File: config.mk
export PLATFORM = sky130hd
export DESIGN_NAME = snoop_push_ctrl
export DESIGN_NICKNAME = d
export VERILOG_FILES = /design/src/rtl/spc_pkg.sv /design/src/rtl/spc_resp.sv /design/src/rtl/spc_push.sv /design/src/rtl/snoop_push_ctrl.sv
export SDC_FILE = /design/constraint.sdc
export NUM_CORES = 1
export LEC_CHECK = 0
export BUFFER_PORTS_ARGS = -buffer_cell sky130_fd_sc_hd__buf_2
export CORE_MARGIN = 8
export CORE_UTILIZATION = 55
export CTS_BUF_LIST = sky130_fd_sc_hd__clkbuf_16
export DETAILED_ROUTE_END_ITERATION = 7
export PLACE_DENSITY = 0.85
export SYNTH_ARGS = -nofsm -noshare
export SYNTH_HDL_FRONTEND = slang
export SYNTH_HIERARCHICAL = 1
export SYNTH_SLANG_ARGS = --single-unit
File: constraint.sdc
create_clock -name clk -period 3.2 [get_ports clk]
set_input_delay 0.8 -clock clk [delete_from_list [all_inputs] [get_ports clk]]
set_output_delay 0.8 -clock clk [all_outputs]
set_load 0.01 [all_outputs]
File: src/rtl/spc_pkg.sv
// Package: shared encodings for the snoop response and push controller.
// Assumes: snoop lookup is a 2-bit code; transaction types are TYPE_W wide.
package spc_pkg;
    typedef enum logic [1:0] {
        SNP_MISS = 2'b00,
        SNP_SHR  = 2'b01,
        SNP_EXC  = 2'b10,
        SNP_MOD  = 2'b11
    } snp_state_e;

    typedef enum logic [1:0] {
        R_IDLE = 2'd0,
        R_WAIT = 2'd1,
        R_WIN  = 2'd2,
        R_EXT  = 2'd3
    } resp_state_e;

    typedef enum logic [1:0] {
        P_IDLE = 2'd0,
        P_REQ  = 2'd1,
        P_TS   = 2'd2
    } push_state_e;
endpackage

File: src/rtl/spc_resp.sv
// Module: spc_resp
// Answers one snoop at a time. It counts to the retry window, drives HIT
// and shapes its length (one cycle means memory must snarf, two cycles mean
// it need not), and flags a castout when a modified hit is retried.
// Assumes: no new strobe arrives while a response is in flight.
module spc_resp
    import spc_pkg::*;
#(
    parameter int ADDR_W     = 32,
    parameter int TYPE_W     = 4,
    parameter int RETRY_WIN  = 2,
    parameter logic [TYPE_W-1:0] RWITM_CODE = 4'h6
) (
    input  logic              clk,
    input  logic              rst_n,
    input  logic              snp_valid,
    input  logic [1:0]        snp_state,
    input  logic [TYPE_W-1:0] snp_type,
    input  logic [ADDR_W-1:0] snp_addr,
    input  logic              artry_in,
    input  logic              push_busy,
    output logic              hit_o,
    output logic              launch_o,
    output logic [ADDR_W-1:0] line_addr_o
);
    localparam int CNT_W = (RETRY_WIN > 2) ? $clog2(RETRY_WIN) : 1;
    localparam logic [CNT_W-1:0] CNT_LOAD = CNT_W'(RETRY_WIN - 2);

    resp_state_e       state;
    logic [CNT_W-1:0]  cnt;
    logic              cap_mod;
    logic              cap_rwitm;
    logic [ADDR_W-1:0] cap_addr;
    logic              long_hit;

    // Decode the castout trigger and the HIT length for the captured snoop.
    always_comb begin
        launch_o    = (state == R_WIN) && cap_mod && artry_in;
        long_hit    = !cap_mod || cap_rwitm;
        hit_o       = (state == R_WIN) || (state == R_EXT);
        line_addr_o = cap_addr;
    end

    // Advance the response through wait, window and extension cycles.
    always_ff @(posedge clk) begin
        if (!rst_n) begin
            state     <= R_IDLE;
            cnt       <= '0;
            cap_mod   <= 1'b0;
            cap_rwitm <= 1'b0;
            cap_addr  <= '0;
        end else begin
            case (state)
                R_IDLE: if (snp_valid && !push_busy && snp_state != SNP_MISS) begin
                    state     <= R_WAIT;
                    cnt       <= CNT_LOAD;
                    cap_mod   <= (snp_state == SNP_MOD);
                    cap_rwitm <= (snp_type == RWITM_CODE);
                    cap_addr  <= snp_addr;
                end
                R_WAIT: begin
                    if (cnt == '0) state <= R_WIN;
                    else           cnt   <= cnt - 1'b1;
                end
                R_WIN: begin
                    if (launch_o)      state <= R_IDLE;
                    else if (long_hit) state <= R_EXT;
                    else               state <= R_IDLE;
                end
                default: state <= R_IDLE;
            endcase
        end
    end

    // HIT never lasts longer than two cycles.
    p_hit_max2_r3: assert property (@(posedge clk) disable iff (!rst_n)
        (hit_o && $past(hit_o)) |=> !hit_o);

    // A retried modified hit drops HIT in the next cycle.
    p_push_drops_hit_r7: assert property (@(posedge clk) disable iff (!rst_n)
        launch_o |=> !hit_o);
endmodule

File: src/rtl/spc_push.sv
// Module: spc_push
// Runs the castout: requests the address bus, waits for the grant, then
// issues a one-cycle write-with-kill tenure with the line-aligned address.
// Assumes: launch arrives only while this unit is idle.
module spc_push
    import spc_pkg::*;
#(
    parameter int ADDR_W   = 32,
    parameter int TYPE_W   = 4,
    parameter int LINE_OFF = 5,
    parameter logic [TYPE_W-1:0] WWK_CODE = 4'h3
) (
    input  logic              clk,
    input  logic              rst_n,
    input  logic              launch,
    input  logic [ADDR_W-1:0] line_addr,
    input  logic              bus_grant,
    output logic              bus_req,
    output logic              tstart,
    output logic              push_done,
    output logic [ADDR_W-1:0] push_addr,
    output logic [TYPE_W-1:0] push_type,
    output logic              busy
);
    push_state_e                 state;
    logic [ADDR_W-LINE_OFF-1:0]  line_q;

    // Drive the bus-side outputs from the push state.
    always_comb begin
        bus_req   = (state == P_REQ);
        tstart    = (state == P_TS);
        push_done = (state == P_TS);
        busy      = (state != P_IDLE);
        push_addr = {line_q, {LINE_OFF{1'b0}}};
        push_type = tstart ? WWK_CODE : '0;
    end

    // Sequence request, grant wait and tenure start.
    always_ff @(posedge clk) begin
        if (!rst_n) begin
            state  <= P_IDLE;
            line_q <= '0;
        end else begin
            case (state)
                P_IDLE: if (launch) begin
                    state  <= P_REQ;
                    line_q <= line_addr[ADDR_W-1:LINE_OFF];
                end
                P_REQ:   if (bus_grant) state <= P_TS;
                default: state <= P_IDLE;
            endcase
        end
    end

    // Request is held until a grant is seen.
    p_req_hold_r7: assert property (@(posedge clk) disable iff (!rst_n)
        (bus_req && !bus_grant) |=> bus_req);

    // Tenure start only follows a granted request.
    p_ts_after_grant_r8: assert property (@(posedge clk) disable iff (!rst_n)
        tstart |-> $past(bus_req && bus_grant));

    // Tenure start is a single-cycle pulse.
    p_ts_pulse_r8: assert property (@(posedge clk) disable iff (!rst_n)
        tstart |=> !tstart);
endmodule

File: src/rtl/snoop_push_ctrl.sv
// Module: snoop_push_ctrl (top)
// Connects the snoop response unit to the castout unit. The busy flag of
// the castout unit blocks new snoop responses while a push is pending.
// Assumes: RETRY_WIN >= 2 and LINE_OFF < ADDR_W.
module snoop_push_ctrl
    import spc_pkg::*;
#(
    parameter int ADDR_W    = 32,
    parameter int TYPE_W    = 4,
    parameter int RETRY_WIN = 2,
    parameter int LINE_OFF  = 5,
    parameter logic [TYPE_W-1:0] RWITM_CODE = 4'h6,
    parameter logic [TYPE_W-1:0] WWK_CODE   = 4'h3
) (
    input  logic              clk,
    input  logic              rst_n,
    input  logic              snp_valid,
    input  logic [1:0]        snp_state,
    input  logic [TYPE_W-1:0] snp_type,
    input  logic [ADDR_W-1:0] snp_addr,
    input  logic              artry_in,
    input  logic              bus_grant,
    output logic              hit_o,
    output logic              bus_req,
    output logic              tstart,
    output logic [ADDR_W-1:0] push_addr,
    output logic [TYPE_W-1:0] push_type,
    output logic              push_done,
    output logic              busy
);
    logic              launch;
    logic [ADDR_W-1:0] line_addr;

    spc_resp #(
        .ADDR_W(ADDR_W), .TYPE_W(TYPE_W),
        .RETRY_WIN(RETRY_WIN), .RWITM_CODE(RWITM_CODE)
    ) u_resp (
        .clk(clk), .rst_n(rst_n),
        .snp_valid(snp_valid), .snp_state(snp_state),
        .snp_type(snp_type), .snp_addr(snp_addr),
        .artry_in(artry_in), .push_busy(busy),
        .hit_o(hit_o), .launch_o(launch), .line_addr_o(line_addr)
    );

    spc_push #(
        .ADDR_W(ADDR_W), .TYPE_W(TYPE_W),
        .LINE_OFF(LINE_OFF), .WWK_CODE(WWK_CODE)
    ) u_push (
        .clk(clk), .rst_n(rst_n),
        .launch(launch), .line_addr(line_addr), .bus_grant(bus_grant),
        .bus_req(bus_req), .tstart(tstart), .push_done(push_done),
        .push_addr(push_addr), .push_type(push_type), .busy(busy)
    );

    // A castout start means the cache is told about the push.
    p_done_with_ts_r8: assert property (@(posedge clk) disable iff (!rst_n)
        tstart |-> (push_done && busy));

    // Request and intervention never overlap.
    p_req_not_hit_r7: assert property (@(posedge clk) disable iff (!rst_n)
        bus_req |-> !hit_o);
endmodule

==> metrics.md <==
| Metric | Value |
|---|---|
| Chip Height | `between 80 and 90 µm` |
| Min-delay src | `u_push/line_q[8]` |
| Placed inst area | `2820 µm²` |
| Final instance area | `3070 µm²` |
| Psw | `379 µW` |
| Final ANT Viol Nets | `0` |
| Routed WL per cell | `12.3 µm` |
| Reg2reg start | `u_push/state[0]` |
| Crit path kind | `reg -> reg` |
| Area Overhead vs Synth | `19.0%` |
| Total Wirelength | `4.89 mm` |
| Cts hold-fix bufs | `0` |
| Core ar. | `about 4600 µm²` |
| Critical Path End Type | `flop` |
| # rows | `25` |
| Initial Util | `0.557` |
| Status | `finished clean` |
| Width of the die | `84.5 µm` |
| CTS Sinks | `60` |
| Global-route wire length before repair | `8.47 mm` |
| Initial antenna violation count | `0` |
| Slew margin rel. | `0.632` |
| Combinational Power Share | `0.079` |
| CTS max path bufs | `2` |
| Ant diodes | `0` |
| Total track usage | `0.145` |
| DRT iter0 DRCs | `73` |
| Clock transition at path regs | `0.05 ns` |
| Power share of the clock group | `0.459` |
| Critical Path Start | `u_push/state[0]` |
| Min Clock Period, post-route | `2.12 ns` |
| Pwr dens | `562 nW/µm²` |
| Ratio of cells with drive above 1 in the final layout | `0.261` |
| Switching Fraction | `0.220` |
| Seq pwr share | `0.462` |
| Hold WC Path Type | `reg -> reg` |
| Die ar. | `7140 µm²` |
| Worst IR Drop VDD | `0.000331 V` |
| Gpl congestion | `0.728` |
| Vias | `around 1900` |
| Final hold viol count | `0` |
| Final net count | `384` |
| Yosys warning count | `6` |
| Critical Path RT | `3.44 ns` |
| Clock skew | `0.00619 ns` |
| CP Launch Type | `flop` |
| Hold Path Stages | `2` |
| Via-to-Cell Ratio | `4.82` |
| Number of I/O pins | `84` |
| Max Clock Freq | `471 MHz` |
| Root Buffer Master | `clkbuf_16` |
| DR pass1 iterations | `4` |
| Largest net degree at the start of global routing | `62` |
| LEAKAGE | `0.00135 µW` |
| Mapped Avg Cell Area | `9.18 µm²` |
| Reg-to-reg endpoint | `u_resp/line_addr_o[20]` |
| Later-pin clock latency in the skew report | `0.31 ns` |
| Total CTS buffers | `9` |
| Slew Limit Fails | `0` |
| Reg2reg path depth | `5` |
| Mapped Area | `between 2000 and 3000 µm²` |
| CP Max Fanout | `17` |
| Worst EP arrival | `~2.4 ns` |
| Setup Buffers After CTS | `0` |
| Max cap viols | `0` |
| Fin Setup TNS | `0 ns` |
| Worst-Margin Slew | `roughly 0.55 ns` |
| Post-detailed-route DRC marker count | `0` |
| H-Tree Depth | `3` |
| Post_cts resized | `0` |
| Final setup fails | `0` |
| Port Buffers | `71` |
| Mapped Cells | `281` |
| Flop2flop setup slack | `1.08 ns` |
| Hold path endpoint | `u_push/line_q[8]` |
| Number of global-route vias before repair | `1996` |
| RSZ-0062 raised after global routing | `false` |
| Pint | `1350 µW` |
| Period utilisation layout | `0.664` |
| Total gr overflow | `0` |
| TritonCTS clock tree | `yes` |
| Post-detail-place hpwl | `3.49 mm` |
## power groups by stage
stage	registers (µW)	logic, µW	clock network, µW
after floorplan	807	126	0
after global placement	810	134	0
after detailed placement	811	138	0
after CTS	797	138	811
after global routing	800	153	846
final	797	137	791
## critical path, cell delays in order, from the launching register on
cell and delay [ns]:
dfxtp_1 0.36, or2_2 0.34, nor4b_2 0.26, o21a_2 0.48
buf_4 0.37, mux2i_1 0.22
## per-stage QoR
step | hold slack, ns | power (µW) | setup slack [ns] | utilization | std cells
after floorplan | 0.435 | 933 | 1.54 | - | 287
after global placement | 0.439 | 944 | 0.966 | 0.609 | 384
after detailed placement | 0.444 | 949 | 0.902 | 0.609 | 384
after CTS | 0.455 | 1750 | 1.05 | 0.663 | 399
after global routing | 0.469 | 1800 | 0.895 | 0.663 | 399
final | 0.449 | 1720 | 1.08 | 0.663 | 399
## layout by cell type (no fill, tap or decap)
master	instances
nand2_1	113
buf_2	70
dfxtp_1	60
mux2i_1	55
clkbuf_16	9
conb_1	7
buf_4	4
inv_1	3
clkinv_2	2
clkinv_1	2
and2b_1	2
nor2_1	2
nand2b_1	2
o21a_1	2
buf_12	1
nor2b_1	1
or2_2	1
nor3b_4	1
nor3_1	1
nor4b_1	1
nor4b_2	1
o21a_2	1
a21oi_1	1
nand4_1	1
o21ai_0	1
nor4bb_1	1
## layout make-up
type	count	area [µm²]
repair buffers	75	400
inverters	1	3.75
fillers	380	1560
clock inverters	6	25.0
multi-input cells	194	1150
flip-flops and latches	60	1200
clock buffers	9	225
well taps	54	67.6
## sequential cells by signal, indices dropped and copies added (netlist names)
signal	cells
u_push/line_q	27
u_push/state	2
u_resp/cap_mod	1
u_resp/cap_rwitm	1
u_resp/line_addr_o	27
u_resp/state	2
## per-layer routing
layer / global-route usage / routed length, µm / share of wire / vias to the layer above
met4: 0.0777 / 68 / 0.014 / 0
met3: 0.0507 / 269 / 0.055 / 8
met2: 0.241 / 2300 / 0.47 / 55
li1: - / - / - / 1006
met1: 0.159 / 2260 / 0.46 / 854
met5: 0 / 0 / 0 / -
## worst max path at each step
stage / endpoint / slack (ns) / depth (start not counted)
floorplan: u_push/line_q[0] / 1.54 / 6
global placement: u_resp/line_addr_o[21] / 0.97 / 5
detailed placement: u_resp/line_addr_o[23] / 0.90 / 5
CTS: u_resp/line_addr_o[20] / 1.05 / 5
global route: u_resp/cap_mod / 0.90 / 5
finish: u_resp/line_addr_o[20] / 1.08 / 5
Power figures use the tool's default switching activity.
